===== src/rtl/pwag_pkg.sv =====
package pwag_pkg;
    typedef enum logic [1:0] {
        ST_IDLE  = 2'd0,
        ST_BYTE  = 2'd1,
        ST_SPENT = 2'd2,
        ST_PAGE  = 2'd3
    } pw_state_e;
endpackage


===== src/rtl/pwag_remap.sv =====
// Maps a bus word address onto a page number and an in-page offset.
// The all-ones word address is folded onto the first byte of the last page.
module pwag_remap #(
    parameter int WADDR_W   = 8,
    parameter int NUM_PAGES = 17,
    parameter int PAGE_W    = 5,
    parameter int OFS_W     = 4
) (
    input  logic [WADDR_W-1:0] word_addr,
    output logic [PAGE_W-1:0]  page,
    output logic [OFS_W-1:0]   ofs
);
    localparam logic [PAGE_W-1:0] LAST_PAGE = PAGE_W'(NUM_PAGES - 1);

    always_comb begin
        if (word_addr == {WADDR_W{1'b1}}) begin
            page = LAST_PAGE;
            ofs  = '0;
        end else begin
            page = PAGE_W'(word_addr >> OFS_W);
            ofs  = word_addr[OFS_W-1:0];
        end
    end
endmodule


===== src/rtl/pwag_ofs_ctr.sv =====
// In-page offset counter with wrap, plus a saturating count of accepted bytes.
module pwag_ofs_ctr #(
    parameter int PAGE_BYTES = 16,
    parameter int OFS_W      = 4
) (
    input  logic             clk,
    input  logic             rst_n,
    input  logic             init,
    input  logic [OFS_W-1:0] ofs_init,
    input  logic             step,
    output logic [OFS_W-1:0] ofs_q,
    output logic             full
);
    localparam int            CNT_W    = OFS_W + 1;
    localparam logic [CNT_W-1:0] CNT_MAX = CNT_W'(PAGE_BYTES);
    localparam logic [OFS_W-1:0] OFS_TOP = OFS_W'(PAGE_BYTES - 1);

    logic [CNT_W-1:0] cnt_q;

    always_ff @(posedge clk or negedge rst_n) begin
        if (!rst_n) begin
            ofs_q <= '0;
            cnt_q <= '0;
        end else if (init) begin
            ofs_q <= ofs_init;
            cnt_q <= '0;
        end else if (step) begin
            ofs_q <= (ofs_q == OFS_TOP) ? '0 : ofs_q + 1'b1;
            if (cnt_q != CNT_MAX)
                cnt_q <= cnt_q + 1'b1;
        end
    end

    assign full = (cnt_q == CNT_MAX);
endmodule


===== src/rtl/pwag_decode.sv =====
// Classifies an internal address: page-only locations and the control window.
module pwag_decode #(
    parameter int          IADDR_W     = 9,
    parameter int          DIRECT_TOP  = 255,
    parameter int          ARRAY_BYTES = 272,
    parameter int          CTRL_LO     = 128,
    parameter int          CTRL_HI     = 143
) (
    input  logic [IADDR_W-1:0] addr,
    output logic               page_only,
    output logic               ctrl_hit
);
    localparam logic [IADDR_W-1:0] HOLE_A   = IADDR_W'(DIRECT_TOP);
    localparam logic [IADDR_W-1:0] REMAP_AT = IADDR_W'(DIRECT_TOP + 1);
    localparam logic [IADDR_W-1:0] END_AT   = IADDR_W'(ARRAY_BYTES);
    localparam logic [IADDR_W-1:0] C_LO     = IADDR_W'(CTRL_LO);
    localparam logic [IADDR_W-1:0] C_HI     = IADDR_W'(CTRL_HI);

    always_comb begin
        page_only = (addr == HOLE_A) || ((addr > REMAP_AT) && (addr < END_AT));
        ctrl_hit  = (addr >= C_LO) && (addr <= C_HI);
    end
endmodule


===== src/rtl/page_addr_gen.sv =====
module page_addr_gen
    import pwag_pkg::*;
#(
    parameter int WADDR_W    = 8,
    parameter int PAGE_BYTES = 16,
    parameter int NUM_PAGES  = 17,
    parameter int CTRL_LO    = 128,
    parameter int CTRL_HI    = 143
) (
    input  logic                 clk,
    input  logic                 rst_n,
    input  logic                 load,
    input  logic                 page_mode,
    input  logic [WADDR_W-1:0]   word_addr,
    input  logic                 byte_ack,
    input  logic                 stop,
    output logic [$clog2(NUM_PAGES)+$clog2(PAGE_BYTES)-1:0] int_addr,
    output logic                 wr_legal,
    output logic                 page_only,
    output logic                 ctrl_hit,
    output logic                 overrun
);
    localparam int OFS_W       = $clog2(PAGE_BYTES);
    localparam int PAGE_W      = $clog2(NUM_PAGES);
    localparam int IADDR_W     = PAGE_W + OFS_W;
    localparam int ARRAY_BYTES = NUM_PAGES * PAGE_BYTES;
    localparam int DIRECT_TOP  = (1 << WADDR_W) - 1;

    pw_state_e         state_q, state_d;
    logic [PAGE_W-1:0] page_q;
    logic [PAGE_W-1:0] page_init;
    logic [OFS_W-1:0]  ofs_init;
    logic [OFS_W-1:0]  ofs_q;
    logic              count_full;
    logic              step;

    pwag_remap #(
        .WADDR_W   (WADDR_W),
        .NUM_PAGES (NUM_PAGES),
        .PAGE_W    (PAGE_W),
        .OFS_W     (OFS_W)
    ) u_remap (
        .word_addr (word_addr),
        .page      (page_init),
        .ofs       (ofs_init)
    );

    // State register
    always_ff @(posedge clk or negedge rst_n) begin
        if (!rst_n)
            state_q <= ST_IDLE;
        else
            state_q <= state_d;
    end

    // Next-state logic: load beats stop, stop beats byte_ack
    always_comb begin
        state_d = state_q;
        if (load) begin
            state_d = page_mode ? ST_PAGE : ST_BYTE;
        end else if (stop) begin
            state_d = ST_IDLE;
        end else begin
            unique case (state_q)
                ST_IDLE:  state_d = ST_IDLE;
                ST_BYTE:  state_d = byte_ack ? ST_SPENT : ST_BYTE;
                ST_SPENT: state_d = ST_SPENT;
                ST_PAGE:  state_d = ST_PAGE;
                default:  state_d = ST_IDLE;
            endcase
        end
    end

    // Page register: fixed for the whole transfer
    always_ff @(posedge clk or negedge rst_n) begin
        if (!rst_n)
            page_q <= '0;
        else if (load)
            page_q <= page_init;
    end

    assign step = byte_ack && !load && !stop && (state_q == ST_PAGE);

    pwag_ofs_ctr #(
        .PAGE_BYTES (PAGE_BYTES),
        .OFS_W      (OFS_W)
    ) u_ofs (
        .clk      (clk),
        .rst_n    (rst_n),
        .init     (load),
        .ofs_init (ofs_init),
        .step     (step),
        .ofs_q    (ofs_q),
        .full     (count_full)
    );

    assign int_addr = {page_q, ofs_q};

    pwag_decode #(
        .IADDR_W     (IADDR_W),
        .DIRECT_TOP  (DIRECT_TOP),
        .ARRAY_BYTES (ARRAY_BYTES),
        .CTRL_LO     (CTRL_LO),
        .CTRL_HI     (CTRL_HI)
    ) u_dec (
        .addr      (int_addr),
        .page_only (page_only),
        .ctrl_hit  (ctrl_hit)
    );

    // Outputs from the state
    always_comb begin
        wr_legal = 1'b0;
        overrun  = 1'b0;
        unique case (state_q)
            ST_IDLE:  wr_legal = 1'b0;
            ST_BYTE:  wr_legal = 1'b1;
            ST_SPENT: wr_legal = 1'b0;
            ST_PAGE: begin
                wr_legal = 1'b1;
                overrun  = count_full;
            end
            default:  wr_legal = 1'b0;
        endcase
    end
endmodule


===== config.mk =====
export PLATFORM = sky130hd
export DESIGN_NAME = page_addr_gen
export DESIGN_NICKNAME = d
export VERILOG_FILES = /design/src/rtl/pwag_pkg.sv /design/src/rtl/pwag_remap.sv /design/src/rtl/pwag_ofs_ctr.sv /design/src/rtl/pwag_decode.sv /design/src/rtl/page_addr_gen.sv
export SDC_FILE = /design/constraint.sdc
export NUM_CORES = 1
export LEC_CHECK = 0
export BUFFER_PORTS_ARGS = -buffer_cell sky130_fd_sc_hd__clkbuf_2
export CAP_MARGIN = 20
export CORE_MARGIN = 2
export CORE_UTILIZATION = 50
export DETAILED_ROUTE_END_ITERATION = 12
export GPL_ROUTABILITY_DRIVEN = 0
export MAX_ROUTING_LAYER = met4
export PLACE_DENSITY_LB_ADDON = 0.2
export SLEW_MARGIN = 20
export SYNTH_ARGS = -nofsm -noshare
export SYNTH_HDL_FRONTEND = slang
export SYNTH_SLANG_ARGS = --single-unit

===== constraint.sdc =====
create_clock -name clk -period 2.3 [get_ports clk]
set_input_delay 0.46 -clock clk [delete_from_list [all_inputs] [get_ports clk]]
set_output_delay 0.46 -clock clk [all_outputs]
set_load 0.01 [all_outputs]

==> results.tsv, run 1 <==
stage	metric	value	unit
finish	final net count	139	
timing	setup_tns	0	ns
floorplanning	die area	2200	um2
yosys	cell with the most instances after synthesis	dfrtp_1	
finish	area delta synth->final	19.4	%
cts	clk root buf	clkbuf_4	
power	P_leak	0.536	nW
setup_path	CP Class	register to output pin	
finish	Ant. Diodes	0	
yosys	Net Count, Synth	112	
yosys	Yosys cell types	38	
yosys	Post-synth top cells	dfrtp_1, inv_1, o21ai_0	
place	dpl ws	0.356	ns
grt	initial antenna violation count	0	
yosys	Synth warnings	0	
run	Max-cap violations	0	
yosys	Post-Synthesis Cell Area	922	um2
power	switching power	0.178	mW
grt	first-pass GRT wire length	3.30	mm
power	Seq pwr share	52.0	%
drt	antenna viol nets, final	0	
yosys	top cell type's share of synthesized area	43.4	%
timing	RSZ-0062 raised after global routing	false	
setup_path	Data required, critical path	1.84	ns
timing	Final min period	2.14	ns
yosys	Gate Count Post-Synth	94	
drt	routed vias/inst	5.83	
setup_path	Crit path arrival time	1.68	ns
setup_path	CP Launch Type	register	
cts	# H-tree levels	1	
power	Comb power frac	17.2	%
floorplanning	initial core utilization	53.4	%
floorplanning	CORE AREA	1730	um2
yosys	Mapped Avg Cell Area	9.81	um2
setup_path	Crit Path Max Fanout	4	
timing	fin crit share	93.3	%
cts	CTS clk-pin slew, worst paths	0.10	ns
grt	number of global-route vias before repair	731	
timing	setup ws final	0.155	ns
drt	wirelength, routed	2.08	mm
yosys	#FFs+latches synth	16	
min_path	Hold Path Class	primary input to asynchronous set/reset pin	
yosys	Area contributors post-synth	dfrtp_1, ha_1, a22o_1	
yosys	register area share after synthesis	43.4	%
drt	initial DRC count	14	
floorplanning	Ports	27	
power	Switching Share	28.7	%
timing	max-slew violations	0	
timing	number of setup violations in the final report	0	
power	Pint	0.443	mW
power	clock power share	30.8	%
timing	final clock skew	0.00185	ns
timing	fmax	466	MHz
finish	post-layout util	63.8	%
grt	largest net degree at the start of global routing	18	
cts	CTS sink cnt	16	
timing	worst hold slack	0.0695	ns
cts	Clock Path Buffers	2	
place	port buffer count	26	
yosys	FFs w/ async S/R, synth	100	%
power	Pwr Density	564	nW/um2
yosys	leading area contributor after synthesis	dfrtp_1	
outcome	run status	finished, final reports clean	
cts	CTS tree	yes	
drt	Post-route DRC	0	
floorplanning	Die X	46.9	um
floorplanning	die height	46.9	um
cts	number of buffers created by CTS	3	
power	Total Power	0.621	mW
finish	fill count	154	
timing	slew at the pin closest to its max-slew limit	0.397	ns
cts	Worst-Skew Late Latency	0.29	ns
grt	Congestion Overflow GR	0	
setup_path	Crit. End Element	output pin	
grt	GR Util All Layers	22.1	%
timing	Rel. slew slack	73.5	%
yosys	ys flop type	dfrtp_1	
timing	final hold vios	0	
finish	fraction of layout cells with a size suffix above 1	28.3	%
power	peak supply drop	0.000358	V
cts	hold buffers post-CTS	0	
cts	Post-CTS Setup Repair Bufs	0	
floorplanning	Site Rows	15	
drt	WL/cell	14.3	um
drt	DR vias	845	
drt	Initial DRT Pass Iterations	4	
yosys	Post-synth EDFFs	0	
==> path summary, 6_finish.rpt <==
check	start	to	slack, ns	cells after the start
setup reg to reg	u_ofs.cnt_q[0]	u_ofs.cnt_q[2]	0.77	5
max in group asynchronous	rst_n	state_q[1]	1.95	1
min in group clk	page_mode	state_q[1]	0.37	3
hold reg to reg	page_q[4]	page_q[4]	0.57	2
setup / recovery	u_ofs.cnt_q[0]	overrun	0.16	5
hold / removal	rst_n	u_ofs.cnt_q[3]	0.07	1
==> power by group through the flow <==
| stage | clock, mW | combinational [mW] | sequential, mW |
|---|---|---|---|
| 6_report | 0.192 | 0.107 | 0.323 |
| 5_1_grt | 0.205 | 0.120 | 0.326 |
| 4_1_cts | 0.195 | 0.108 | 0.322 |
| 3_5_place_dp | 0 | 0.107 | 0.328 |
| 3_3_place_gp | 0 | 0.103 | 0.326 |
| 2_1_floorplan | 0 | 0.0554 | 0.329 |
==> kinds of logic after synthesis <==
| logic type | share of synthesized area [%] |
|---|---|
| AO/OA/AOI/OAI | 19.8 |
| multiplexers | 2.44 |
| AND/OR/NAND/NOR | 22.9 |
| buffers and inverters | 5.97 |
| adder cells (fa/ha/maj) | 5.43 |
| flip-flops | 43.4 |
==> worst max-delay path, cell delays in order, from the launching register on <==
cell	delay, ns
dfrtp_1	0.42
inv_1	0.08
ha_1	0.15
nor4bb_2	0.39
and3_2	0.23
clkbuf_2	0.12
==> layout make-up <==
class / instances / area, um2 / share of cell area (%)
repair buffers: 26 / 130 / 11.8
flip-flops and latches: 16 / 400 / 36.4
multi-input cells: 66 / 473 / 43.0
well taps: 25 / 31.3 / 2.84
inverters: 8 / 30.0 / 2.73
clock buffers: 4 / 36.3 / 3.30
==> sequential cells by signal (all words and copies together), names as in the netlist <==
| signal | count |
|---|---|
| page_q | 5 |
| state_q | 2 |
| u_ofs.ofs_q | 4 |
| u_ofs.cnt_q | 5 |
==> metrics by stage <==
step                std cells  cell area (um2)
finish                    145             1100
floorplan                  94              922
global route              145             1100
CTS                       145             1090
detailed placement        141             1060
global placement          141             1060
==> repair_timing <==
| action | in CTS | in global routing |
|---|---|---|
| gates resized for setup | 0 | 1 |
| endpoints found under the setup margin | 0 | 1 |
| endpoints found under the hold margin | 0 | 0 |
==> layout by cell type (no fill, tap or decap), types with 4 or more instances in the layout <==
| cell type | count |
|---|---|
| inv_1 | 8 |
| a22o_1 | 4 |
| nor2b_1 | 4 |
| o21ai_0 | 6 |
| dfrtp_1 | 16 |
| ha_1 | 4 |
| nand4_1 | 5 |
| clkbuf_2 | 26 |
| nor2_1 | 5 |
| a21oi_1 | 5 |
==> routing by layer <==
metal | share of wire [%] | GRT usage, % | vias up
met1 | 47 | 28.8 | 397
li1 | - | - | 410
met3 | 5.5 | 3.85 | 4
met4 | 1.4 | 10.0 | 0
met5 | 0 | - | -
met2 | 46 | 33.4 | 34
(Power assumes the default switching activity.)
==> run 2, diff against run 1 <==
ABC_AREA = 1   (was default)
==> run 2 against run 1 <==
Net effect: largest cell class unchanged; critical path type unchanged; largest power group unchanged; sequential share of layout area is 2.6 points lower; fmax is 8.7% higher; utilization is 2.1 points lower.
==> results.tsv, run 2 <==
stage	metric	value	unit
yosys	cell with the most instances after synthesis	nand2_1	
timing	final hold vios	0	
floorplanning	die height	48.9	um
cts	cells resized by post-CTS repair	0	
timing	setup_tns	0	ns
yosys	Post-synth top cells	nand2_1, inv_1, dfrtp_1, nand3_1, nor2_1	
timing	max-slew violations	0	
floorplanning	Die X	48.9	um
finish	Final Cell Area	1180	um2
finish	largest registers	page_q: 5 flops, u_ofs.cnt_q: 5 flops, u_ofs.ofs_q: 4 flops	
cts	Post-CTS Setup Repair Bufs	0	
timing	fin crit share	85.8	%
run	Max-cap violations	0	
setup_path	worst reg2reg path depth	7	
setup_path	Crit. End Element	output pin	
yosys	#FFs+latches synth	16	
finish	area delta synth->final	17.8	%
setup_path	reg2reg end	u_ofs.cnt_q[3]	
timing	Final min period	1.97	ns
setup_path	CP Class	register to output pin	
drt	DR vias	977	
finish	Ant. Diodes	0	
cts	CTS sink cnt	16	
floorplanning	CORE AREA	1920	um2
cts	CTS tree	yes	
cts	number of buffers created by CTS	3	
power	peak supply drop	0.000350	V
floorplanning	Ports	27	
place	DP HPWL	1.68	mm
setup_path	Crit path arrival time	1.51	ns
drt	Post-route DRC	0	
cts	clk root buf	clkbuf_4	
place	port buffer count	26	
timing	RSZ-0062 raised after global routing	false	
setup_path	count of buffer and inverter cells on the critical path	2	
drt	Initial DRT Pass Iterations	4	
place	placed cell area	1150	um2
setup_path	origin of the critical flop-to-flop path	u_ofs.cnt_q[0]	
finish	leading cell type in the layout, fill and taps excluded	nand2_1	
grt	Congestion Overflow GR	0	
yosys	top cell type's share of synthesized area	39.8	%
yosys	Yosys cell types	21	
cts	Clock Path Buffers	2	
finish	final net count	188	
floorplanning	initial core utilization	52.3	%
floorplanning	die area	2390	um2
setup_path	CP top delay family	flip-flops	
timing	Rel. slew slack	71.2	%
yosys	Post-synth EDFFs	0	
setup_path	Crit-path slowest cell	dfrtp_1	
grt	initial antenna violation count	0	
power	Pwr Density	546	nW/um2
yosys	Net Count, Synth	161	
grt	largest net degree at the start of global routing	19	
setup_path	R2R Setup Slk	0.92	ns
power	P_leak	0.651	nW
yosys	register area share after synthesis	39.8	%
power	Total Power	0.646	mW
finish	most frequent cells in the layout	nand2_1, clkbuf_2, inv_1	
setup_path	Data required, critical path	1.84	ns
cts	CTS clk-pin slew, worst paths	0.10	ns
drt	routed vias/inst	4.98	
grt	first-pass GRT wire length	3.73	mm
finish	Non-Filler Instances	196	
setup_path	CP Cell Sequence	ha_1, nand3_1, o22ai_1, nand2_1, inv_1, clkbuf_2	
timing	slew at the pin closest to its max-slew limit	0.433	ns
timing	final clock skew	0.00387	ns
grt	number of global-route vias before repair	920	
yosys	ys flop type	dfrtp_1	
grt	GR Util All Layers	20.6	%
cts	hold buffers post-CTS	0	
cts	# H-tree levels	1	
place	post-placement cell count	192	
finish	fill count	182	
setup_path	CP max stage delay	0.46	ns
setup_path	CP Launch Point	u_ofs.ofs_q[1]	
yosys	leading area contributor after synthesis	dfrtp_1	
min_path	Hold Path Class	primary input to asynchronous set/reset pin	
timing	number of setup violations in the final report	0	
yosys	FFs w/ async S/R, synth	100	%
yosys	Mapped Avg Cell Area	7.03	um2
drt	initial DRC count	13	
yosys	Area contributors post-synth	dfrtp_1, nand2_1, nand3_1	
setup_path	CP Launch Type	register	
drt	wirelength, routed	2.19	mm
setup_path	Crit Path Max Fanout	6	
floorplanning	Site Rows	16	
drt	WL/cell	11.2	um
finish	fraction of layout cells with a size suffix above 1	20.7	%
timing	fmax	507	MHz
cts	Worst-Skew Late Latency	0.29	ns
outcome	run status	finished, final reports clean	
yosys	Post-Synthesis Cell Area	1010	um2
yosys	Synth warnings	0	
yosys	Gate Count Post-Synth	143	
drt	antenna viol nets, final	0	
-- run 2: cell count changes in the layout (fill, tap and decap cells not counted), moves of 3 or more --
| cell | before | now |
|---|---|---|
| o21ai_0 | 6 | 9 |
| a22o_1 | 4 | 0 |
| nor2_1 | 5 | 13 |
| nand3_1 | 3 | 16 |
| a21oi_1 | 5 | 2 |
| nand2_1 | 2 | 40 |
| inv_1 | 8 | 21 |
| nor2b_1 | 4 | 0 |
| o21ai_1 | 0 | 3 |
-- run 2: stage by stage --
stage | setup WS [ns] | util [%] | hold slack [ns]
final | 0.327 | 61.7 | 0.0820
after global routing | 0.184 | 61.7 | 0.0983
after CTS | 0.318 | 61.7 | 0.0901
after detailed placement | 0.664 | 59.8 | 0.416
after global placement | 0.677 | 59.8 | 0.407
after floorplan | 0.766 | - | 0.164
-- run 2: cell families after synthesis --
logic type                 after synthesis  synth area share [%]
adders and majority gates                4                  4.98
AOI/OAI and AO/OA                       15                  7.59
DFF                                     16                  39.8
buffers and inverters                   26                  10.3
xor gates and xnor gates                 1                 0.871
and+or+nand+nor                         81                  36.4
-- run 2: cell type report --
| cell class | count | area [um2] | area share (%) |
|---|---|---|---|
| repair buffers | 26 | 130 | 11.0 |
| inverters | 22 | 82.6 | 6.97 |
| well taps | 27 | 33.8 | 2.85 |
| multi-input cells | 101 | 502 | 42.3 |
| flip-flops and latches | 16 | 400 | 33.8 |
| clock buffers | 4 | 36.3 | 3.06 |
-- run 2: worst register-to-register path, delay by kind of cell (launching register included) --
| kind | cells | cell delay [ns] |
|---|---|---|
| adders and majority gates | 1 | 0.15 |
| buffers and inverters | 1 | 0.11 |
| DFF | 1 | 0.42 |
| and+or+nand+nor | 5 | 0.59 |
-- run 2: layer usage --
layer  vias up  share of wire, %  GRT usage (%)
met5         -                 0              -
met1       451                43           22.8
met3         4               2.5           1.84
met2        15                53           37.2
li1        507                 -              -
met4         0               1.4           10.0
-- run 2: power by group --
part / switching (mW) / internal (mW)
Combinational: 0.0773 / 0.0482
Sequential: 0.0243 / 0.300
Clock: 0.100 / 0.0965
-- run 2: worst max path at each step --
stage	slack, ns	endpoint	cells past startpoint
6_report	0.33	page_only	6
5_1_grt	0.18	page_only	6
4_1_cts	0.32	page_only	6
3_5_place_dp	0.66	page_only	6
3_3_place_gp	0.68	page_only	6
2_1_floorplan	0.77	page_only	7
